[config.mk]
export PLATFORM = sky130hd
export DESIGN_NAME = nbus_rd_init
export DESIGN_NICKNAME = d
export VERILOG_FILES = /design/src/rtl/nbus_rd_pkg.sv /design/src/rtl/nbus_rd_seq.sv /design/src/rtl/nbus_rd_reqlat.sv /design/src/rtl/nbus_rd_tmo.sv /design/src/rtl/nbus_rd_byteasm.sv /design/src/rtl/nbus_rd_init.sv
export SDC_FILE = /design/constraint.sdc
export NUM_CORES = 1
export LEC_CHECK = 0
export BUFFER_PORTS_ARGS = -buffer_cell sky130_fd_sc_hd__clkbuf_2
export CORE_MARGIN = 2
export CORE_UTILIZATION = 45
export CTS_CLUSTER_DIAMETER = 100
export DETAILED_ROUTE_END_ITERATION = 6
export PLACE_DENSITY = 0.67
export REMOVE_ABC_BUFFERS = 1
export SLEW_MARGIN = 15
export SYNTH_ARGS = -nofsm -noshare
export SYNTH_HDL_FRONTEND = slang
export SYNTH_SLANG_ARGS = --single-unit
[constraint.sdc]
create_clock -name clk -period 2.2 [get_ports clk]
set_clock_uncertainty 0.1 [all_clocks]
set_input_delay 0.22 -clock clk [delete_from_list [all_inputs] [get_ports clk]]
set_output_delay 0.22 -clock clk [all_outputs]
set_load 0.05 [all_outputs]
[src/rtl/nbus_rd_pkg.sv]
package nbus_rd_pkg;

    localparam int NIB_W = 4;

    localparam logic [NIB_W-1:0] NIB_START = 4'b1101;
    localparam logic [NIB_W-1:0] NIB_SIZE1 = 4'b0000;
    localparam logic [NIB_W-1:0] NIB_HIGH  = 4'b1111;
    localparam logic [NIB_W-1:0] NIB_READY = 4'b0000;

    typedef enum logic [3:0] {
        ST_IDLE,
        ST_START,
        ST_DEVID,
        ST_ADDR,
        ST_SIZE,
        ST_HTAR0,
        ST_HTAR1,
        ST_SYNC,
        ST_DLO,
        ST_DHI,
        ST_TTAR0,
        ST_TTAR1,
        ST_DONE,
        ST_ERR
    } rd_state_e;

endpackage

[src/rtl/nbus_rd_seq.sv]
module nbus_rd_seq
    import nbus_rd_pkg::*;
#(
    parameter int ADDR_NIBS = 7,
    parameter int IDX_W     = 3
) (
    input  logic             clk,
    input  logic             rst_n,
    input  logic             req_fire,
    input  logic             sync_ready,
    input  logic             tmo_hit,
    output rd_state_e        state,
    output logic [IDX_W-1:0] nib_idx
);

    localparam logic [IDX_W-1:0] IDX_TOP = IDX_W'(ADDR_NIBS - 1);

    rd_state_e state_nx;

    // state register
    always_ff @(posedge clk) begin
        if (!rst_n) begin
            state <= ST_IDLE;
        end else begin
            state <= state_nx;
        end
    end

    // address nibble index, counts down while in ST_ADDR
    always_ff @(posedge clk) begin
        if (!rst_n) begin
            nib_idx <= IDX_TOP;
        end else if (state == ST_DEVID) begin
            nib_idx <= IDX_TOP;
        end else if (state == ST_ADDR && nib_idx != '0) begin
            nib_idx <= nib_idx - 1'b1;
        end
    end

    // next-state logic
    always_comb begin
        state_nx = state;
        unique case (state)
            ST_IDLE:  if (req_fire) state_nx = ST_START;
            ST_START: state_nx = ST_DEVID;
            ST_DEVID: state_nx = ST_ADDR;
            ST_ADDR:  if (nib_idx == '0) state_nx = ST_SIZE;
            ST_SIZE:  state_nx = ST_HTAR0;
            ST_HTAR0: state_nx = ST_HTAR1;
            ST_HTAR1: state_nx = ST_SYNC;
            ST_SYNC: begin
                if (sync_ready)   state_nx = ST_DLO;
                else if (tmo_hit) state_nx = ST_ERR;
            end
            ST_DLO:   state_nx = ST_DHI;
            ST_DHI:   state_nx = ST_TTAR0;
            ST_TTAR0: state_nx = ST_TTAR1;
            ST_TTAR1: state_nx = ST_DONE;
            ST_DONE:  state_nx = ST_IDLE;
            ST_ERR:   state_nx = ST_IDLE;
            default:  state_nx = ST_IDLE;
        endcase
    end

endmodule

[src/rtl/nbus_rd_reqlat.sv]
module nbus_rd_reqlat #(
    parameter int ADDR_W = 28,
    parameter int ID_W   = 4,
    parameter int IDX_W  = 3
) (
    input  logic              clk,
    input  logic              rst_n,
    input  logic              load,
    input  logic [ID_W-1:0]   id_in,
    input  logic [ADDR_W-1:0] addr_in,
    input  logic [IDX_W-1:0]  nib_idx,
    output logic [ID_W-1:0]   id_q,
    output logic [3:0]        addr_nib
);

    localparam int ADDR_NIBS = ADDR_W / 4;

    logic [ADDR_W-1:0] addr_q;
    logic [3:0]        nib_arr [ADDR_NIBS];

    always_ff @(posedge clk) begin
        if (!rst_n) begin
            id_q   <= '0;
            addr_q <= '0;
        end else if (load) begin
            id_q   <= id_in;
            addr_q <= addr_in;
        end
    end

    // split the held address into nibbles; entry k holds bits 4k+3:4k
    for (genvar k = 0; k < ADDR_NIBS; k++) begin : g_nib
        assign nib_arr[k] = addr_q[4*k +: 4];
    end

    always_comb begin
        addr_nib = 4'h0;
        for (int k = 0; k < ADDR_NIBS; k++) begin
            if (nib_idx == IDX_W'(k)) addr_nib = nib_arr[k];
        end
    end

endmodule

[src/rtl/nbus_rd_tmo.sv]
module nbus_rd_tmo #(
    parameter int TMO_CYC = 32
) (
    input  logic clk,
    input  logic rst_n,
    input  logic in_sync,
    input  logic sync_ready,
    output logic tmo_hit
);

    localparam int TMO_W = $clog2(TMO_CYC + 1);
    localparam logic [TMO_W-1:0] TMO_LAST = TMO_W'(TMO_CYC - 1);

    logic [TMO_W-1:0] wait_cnt;

    always_ff @(posedge clk) begin
        if (!rst_n) begin
            wait_cnt <= '0;
        end else if (!in_sync || sync_ready) begin
            wait_cnt <= '0;
        end else if (wait_cnt != TMO_LAST) begin
            wait_cnt <= wait_cnt + 1'b1;
        end
    end

    assign tmo_hit = in_sync && !sync_ready && (wait_cnt == TMO_LAST);

endmodule

[src/rtl/nbus_rd_byteasm.sv]
module nbus_rd_byteasm (
    input  logic       clk,
    input  logic       rst_n,
    input  logic       cap_lo,
    input  logic       cap_hi,
    input  logic [3:0] nib_in,
    output logic [7:0] byte_q
);

    logic [3:0] lo_q;

    always_ff @(posedge clk) begin
        if (!rst_n) begin
            lo_q   <= '0;
            byte_q <= '0;
        end else begin
            if (cap_lo) lo_q   <= nib_in;
            if (cap_hi) byte_q <= {nib_in, lo_q};
        end
    end

endmodule

[src/rtl/nbus_rd_init.sv]
module nbus_rd_init
    import nbus_rd_pkg::*;
#(
    parameter int ADDR_W  = 28,
    parameter int ID_W    = 4,
    parameter int TMO_CYC = 32
) (
    input  logic              clk,
    input  logic              rst_n,
    input  logic              req_valid,
    input  logic [ID_W-1:0]   req_id,
    input  logic [ADDR_W-1:0] req_addr,
    output logic              req_ready,
    output logic [7:0]        rd_data,
    output logic              rd_done,
    output logic              rd_err,
    output logic              frame_n,
    output logic [3:0]        bus_out,
    output logic              bus_oe,
    input  logic [3:0]        bus_in
);

    localparam int ADDR_NIBS = ADDR_W / 4;
    localparam int IDX_W     = (ADDR_NIBS > 1) ? $clog2(ADDR_NIBS) : 1;

    rd_state_e        state;
    logic [IDX_W-1:0] nib_idx;
    logic [ID_W-1:0]  id_q;
    logic [3:0]       addr_nib;
    logic             req_fire;
    logic             sync_ready;
    logic             tmo_hit;

    assign req_fire   = req_valid && (state == ST_IDLE);
    assign sync_ready = (state == ST_SYNC) && (bus_in == NIB_READY);

    nbus_rd_seq #(
        .ADDR_NIBS (ADDR_NIBS),
        .IDX_W     (IDX_W)
    ) u_seq (
        .clk        (clk),
        .rst_n      (rst_n),
        .req_fire   (req_fire),
        .sync_ready (sync_ready),
        .tmo_hit    (tmo_hit),
        .state      (state),
        .nib_idx    (nib_idx)
    );

    nbus_rd_reqlat #(
        .ADDR_W (ADDR_W),
        .ID_W   (ID_W),
        .IDX_W  (IDX_W)
    ) u_reqlat (
        .clk      (clk),
        .rst_n    (rst_n),
        .load     (req_fire),
        .id_in    (req_id),
        .addr_in  (req_addr),
        .nib_idx  (nib_idx),
        .id_q     (id_q),
        .addr_nib (addr_nib)
    );

    nbus_rd_tmo #(
        .TMO_CYC (TMO_CYC)
    ) u_tmo (
        .clk        (clk),
        .rst_n      (rst_n),
        .in_sync    (state == ST_SYNC),
        .sync_ready (sync_ready),
        .tmo_hit    (tmo_hit)
    );

    nbus_rd_byteasm u_asm (
        .clk    (clk),
        .rst_n  (rst_n),
        .cap_lo (state == ST_DLO),
        .cap_hi (state == ST_DHI),
        .nib_in (bus_in),
        .byte_q (rd_data)
    );

    // output decode
    always_comb begin
        frame_n   = 1'b1;
        bus_out   = NIB_HIGH;
        bus_oe    = 1'b0;
        req_ready = 1'b0;
        rd_done   = 1'b0;
        rd_err    = 1'b0;
        unique case (state)
            ST_IDLE: begin
                bus_oe    = 1'b1;
                req_ready = 1'b1;
            end
            ST_START: begin
                frame_n = 1'b0;
                bus_out = NIB_START;
                bus_oe  = 1'b1;
            end
            ST_DEVID: begin
                bus_out = 4'(id_q);
                bus_oe  = 1'b1;
            end
            ST_ADDR: begin
                bus_out = addr_nib;
                bus_oe  = 1'b1;
            end
            ST_SIZE: begin
                bus_out = NIB_SIZE1;
                bus_oe  = 1'b1;
            end
            ST_HTAR0: begin
                bus_out = NIB_HIGH;
                bus_oe  = 1'b1;
            end
            ST_HTAR1, ST_SYNC, ST_DLO, ST_DHI, ST_TTAR0, ST_TTAR1: begin
                bus_oe = 1'b0;
            end
            ST_DONE: begin
                bus_oe  = 1'b1;
                rd_done = 1'b1;
            end
            ST_ERR: begin
                rd_err = 1'b1;
            end
            default: begin
                bus_oe = 1'b0;
            end
        endcase
    end

endmodule

== After elaboration in Yosys (flattened, before gate mapping) ==
Cells that the tools add are included.

* Equality and inequality tests: 24
* Bitwise logic cells: 1
* Multipliers: 0
* Magnitude comparators: 0
* Shift-type cells: 0
* Div/mod/pow operators: 0
* Add/subtract/negate cells: 2
* Multiplexer cells: 18
* Reductions and logical operators: 16

{| class="wikitable"
|+ Operators by type and width
! operator !! count
|-
| 4-bit one-hot mux with 12 select lines || 1
|-
| 4-bit two-way mux || 11
|-
| 4-bit == test (second input constant) || 6
|-
| 4-bit by 3-bit == test with 1-bit output (second input constant) || 4
|-
| 4-bit one-hot mux with 4 select lines || 1
|-
| 3-bit == test (second input constant) || 3
|-
| 4-bit by 2-bit == test with 1-bit output (second input constant) || 2
|-
| 4-bit logical NOT || 2
|-
| 7-bit OR reduction || 1
|-
| 6-bit by 1-bit adder with 6-bit output (second input constant) || 1
|-
| 3-bit by 2-bit == test with 1-bit output (second input constant) || 2
|-
| 6-bit by 5-bit == test with 1-bit output (second input constant) || 1
|-
| 6-bit by 5-bit != test with 1-bit output (second input constant) || 1
|-
| 1-bit logical AND || 5
|-
| 1-bit two-way mux || 5
|-
| 4-bit by 1-bit == test with 1-bit output (second input constant) || 1
|-
| 2-bit OR reduction || 2
|-
| 3-bit by 1-bit == test with 1-bit output (second input constant) || 1
|-
| 3-bit logical NOT || 1
|-
| 3-bit != test (second input constant) || 1
|-
| 3-bit AND reduction || 1
|-
| 3-bit nonzero test || 1
|-
| 3-bit by 1-bit subtractor with 3-bit output (second input constant) || 1
|-
| 1-bit logical NOT || 2
|-
| other kinds (4) || 4
|}

* ROM bits: 0
* Memories: 0
* Bits of input ports: 39
* Bits in registers: 57
* Bits in writable memories: 0
* Word-level logic and storage cells: 68
* Bits in latches: 0
* Output and inout bits: 17

== Longest topological paths before layout ==
* Depth in word-level cells: 9
* Gate-level depth with buffers: 7
* Gate-level depth less buffers: 6

== By module ==
Synthesis repeated with hierarchy kept, for this count alone.

* Cells, all modules: 304
* Area, all modules: 2922.8 sq um

{| class="wikitable"
|+ By module, submodules not included
! module !! area each (sq um) !! sequential area each (sq um) !! cells an instance !! times used
|-
| nbus_rd_reqlat || 1557.7 || 640.6 || 150 || 1
|-
| nbus_rd_byteasm || 457.9 || 240.2 || 39 || 1
|-
| nbus_rd_seq || 367.9 || 140.1 || 46 || 1
|-
| nbus_rd_tmo || 292.8 || 120.1 || 33 || 1
|-
| nbus_rd_init || 246.5 || 0.0 || 36 || 1
|}

== Worst setup path after synthesis ==
OpenSTA, ideal clock, no wires.

* Path type: flip-flop to output port
* From: register u_seq.state[0]
* To: output port rd_err
* Cell stages (with the launch flop): 4
* Setup slack: -0.067 ns
* Buffers on the path: 2
* Data required time: 1.880 ns
* Data arrival time: 1.947 ns
* Path through: dfxtp_1 -> buf_2 -> clkbuf_1 -> nor3b_1

* Longest elaborated chain between the ends: 2

{| class="wikitable"
|+ Ends and longest elaborated chain
! item !! RTL line !! source
|-
| start: declaration || nbus_rd_seq.sv:12 || <nowiki>output rd_state_e state,</nowiki>
|-
| start signal: assignment || nbus_rd_seq.sv:25 || <nowiki>state <= state_nx;</nowiki>
|-
| 4-bit == test || nbus_rd_init.sv:92 || <nowiki>unique case (state)</nowiki>
|-
| 1-bit two-way mux || nbus_rd_init.sv:92 ||
|-
| end: declaration || nbus_rd_init.sv:16 || <nowiki>output logic rd_err,</nowiki>
|}

Every way passes these cells.

== Final worst setup path ==
* From: register u_seq.nib_idx[0]
* To: output port bus_out[3]

* Longest elaborated chain between the ends: 9
* Elaborated cells on any way between the ends: 15
* Classes of those cells: eq/ne: 6; mux: 8; reduce/logical: 1

{| class="wikitable"
|+ Ends and longest elaborated chain
! item !! RTL line !! source
|-
| start: declaration || nbus_rd_seq.sv:13 || <nowiki>output logic [IDX_W-1:0] nib_idx</nowiki>
|-
| start signal: assignment || nbus_rd_seq.sv:36 || <nowiki>nib_idx <= nib_idx - 1'b1;</nowiki>
|-
| 3-bit logical NOT || nbus_rd_reqlat.sv:39 || <nowiki>if (nib_idx == IDX_W'(k)) addr_nib = nib_arr[k];</nowiki>
|-
| 4-bit two-way mux (6 in series) || nbus_rd_reqlat.sv:39 ||
|-
| 4-bit two-way mux (*) || nbus_rd_reqlat.sv:39 ||
|-
| 4-bit one-hot mux with 4 select lines (*) || nbus_rd_init.sv:92 ||
|-
| end: declaration || nbus_rd_init.sv:18 || <nowiki>output logic [3:0] bus_out,</nowiki>
|}

Every way passes the cells marked *; elsewhere a longest branch is shown, timed or not.

==> impl_metrics.yaml <==
status:
  status: "finished, final reports clean"
floorplan:
  boundaryPins: 56
  initial_core_util_pct: 46.9
  die_h_um: 83.0
  coreArea_um2: 5990
  die_w_um: 83.0
  fp.dieArea_um2: 6900
  placementRows: 28
global_route:
  grt_max_degree: 42
  grt_pass1_vias: 2363
  antenna_found_initial: 0
  gr-total-overflow: 0
  grt_pass1_wl_um: 10900
  track_usage_pct: 19.3
power:
  vdd_drop_max_mv: 0.540
  p_per_area_nw_per_um2: 1040
  power_mw: 3.68
  p_leak_nw: 1.42
logic_synthesis:
  ys_seq_area_share_pct: 40.6
  netlist_top_cells_area: "dfxtp_1 41%, nand2_1 10%, a21boi_1 8.0%"
  syn_avg_cell_area_um2: 8.70
  ys.flop_type: "dfxtp_1"
  ys_warn_count: 0
  synth.top_cell.area_share_pct: 40.6
  synth_cell_types: 45
  netlist_instances: 323
  synthTopCellsByCount: "78 x nand2_1, 57 x dfxtp_1, 30 x a21boi_1"
  synth_area_um2: 2810
  synth_most_common_cell: "nand2_1"
  ys_seq_elements: 57
  synth_edf_count: 0
  synth_area_leader_cell: "dfxtp_1"
  async_flop_share_pct: 0
timing:
  slew_headroom_pct: 68.9
  setup_viol: 0
  fmax_ghz: 0.463
  timing.hold.ws_ns: 0.00828
  worst_pin_slew_ns: 0.466
  finalHoldViolCount: 0
  timing.setup.tns_ns: 0
  fin_crit_sh_pct: 98.2
  min_period_ns: 2.16
  rsz0062_at_grt: "yes"
  slew_viol_final: 0
critical_path:
  path_cells: "inv_2, ha_4, nor2b_4, a221o_1, a31oi_2, o21ai_2, buf_12"
  critPathSlowestCell: "dfxtp_4"
  crit_end: "bus_out[3]"
  crit_start: "u_seq.nib_idx[0]"
  worstSetupStartpointType: "register"
  slowest_delay_ns: 0.36
  path_max_fanout: 6
  arrival_ns: 1.84
  r2r_cells: 6
  critPathRequiredTime_ns: 1.88
  rrSetupSlack_ns: 0.51
  r2r-end: "u_seq.state[2]"
  r2r_start: "u_tmo.wait_cnt[0]"
  critPathKind: "register to primary output"
  worstSetupEndpointType: "primary output"
layout:
  fin_nets: 427
  num_antenna_cells: 0
  drive_gt1_share_pct: 29.2
  finalInstanceArea_um2: 3540
  area_growth_pct: 26.0
clock_network:
  clk_latency_ns: 0.32
  htree_levels: 3
  clkSlewWorstSetupHoldPaths_ns: 0.06
  cts_buffer_depth: 2
  cts_tree: "built"
  numCtsBuffers: 9
  clock_sinks: 57
  cts_root_buf: "clkbuf_8"
drt:
  wl_per_cell_um: 13.4
  vias: 2360
  firstDrtPassIters: 4
  drc: 0
  vias_per_cell: 5.11
  routed_wl_um: 6200
  ant_nets: 0
  drtIter0Drc: 139
worst_hold_path:
  hp-class: "input pin to register"
  worstHoldStart: "req_addr[9]"
placement:
  portBuffers: 55
  place_area_um2: 3190
  hpwl_um: 4530
  gp_congestion: 0.841
flow_run:
  max_cap_viol_count: 0
-- power breakdown --
part,internal [mW],switching [mW],leakage [nW],total (mW)
Combinational,0.645,0.867,0.860,1.51
Sequential,1.18,0.128,0.466,1.31
Clock,0.465,0.396,0.0932,0.861
Total,2.29,1.39,1.42,3.68
-- cell type report --
| cell class | count | area (um^2) |
|---|---|---|
| fillers | 550 | 2450 |
| multi-input cells | 237 | 1620 |
| flip-flops and latches | 57 | 1150 |
| repair buffers | 70 | 470 |
| clock buffers | 13 | 159 |
| well taps | 75 | 93.8 |
| inverters | 7 | 28.8 |
| clock inverters | 3 | 15.0 |
-- timing repair --
action                     CTS  global route
pin swaps                    2             2
hold buffers                 4             0
setup buffers                1             0
setup endpoints to repair    4             4
hold endpoints to repair     4             0
gates resized for setup     18            10
-- worst max-delay path: cells and delay by family, from the launching register on --
kind	cells	cell delay [ns]
and+or+nand+nor	1	0.14
adders and majority gates	1	0.18
AOI/OAI and AO/OA	3	0.59
DFF	1	0.36
buffers and inverters	2	0.23
-- worst min-delay path by stage --
stage,depth (start not counted),endpoint,slack (ns)
6_report,3,u_reqlat.addr_q[9],0.008
3_3_place_gp,2,u_reqlat.addr_q[10],0.34
4_1_cts,3,u_reqlat.addr_q[13],0.002
2_1_floorplan,1,u_asm.lo_q[0],0.25
3_5_place_dp,2,u_reqlat.addr_q[9],0.35
5_1_grt,3,u_reqlat.addr_q[9],0.007
-- state kept, by name, summed over array words and instances (netlist names) --
| register | flops |
|---|---|
| u_reqlat.addr_q | 28 |
| u_asm.byte_q | 8 |
| u_tmo.wait_cnt | 6 |
| u_asm.lo_q | 4 |
| u_reqlat.id_q | 4 |
| u_seq.state | 4 |
| u_seq.nib_idx | 3 |
-- through the flow --
| stage | setup slack, ns | cells | util (%) |
|---|---|---|---|
| 2_1_floorplan | -0.172 | 301 | - |
| 3_3_place_gp | 0.159 | 441 | 53.3 |
| 3_5_place_dp | 0.0438 | 441 | 53.3 |
| 4_1_cts | 0.0227 | 462 | 58.4 |
| 5_1_grt | -0.0297 | 462 | 59.1 |
| 6_report | 0.0386 | 462 | 59.1 |
-- metal layers --
metal,share of wire [%],up-vias,GRT usage (%),wire [um]
li1,-,1218,-,-
met1,48,1086,25.1,2990
met2,47,42,30.9,2900
met3,2.7,14,2.88,169
met4,2.3,0,9.69,142
met5,0,-,0,0
-- layout by cell type, fill, tap and decap left out, types with 10 or more instances in the layout --
cell type	instances
a21boi_1	30
buf_4	10
clkbuf_2	51
clkbuf_8	11
dfxtp_1	53
mux2i_1	18
nand2_1	78
nor2_1	11
nor2b_1	14
o21ai_0	11
-- cells by family after synthesis --
| logic type | after synthesis | synth area share (%) |
|---|---|---|
| compound gates | 73 | 18.6 |
| xor+xnor | 7 | 2.18 |
| fa+ha+maj | 6 | 2.67 |
| buf+inv | 29 | 5.39 |
| flops | 57 | 40.6 |
| mux | 18 | 6.41 |
| simple gates | 133 | 24.2 |
Power figures use the tool's default switching activity.
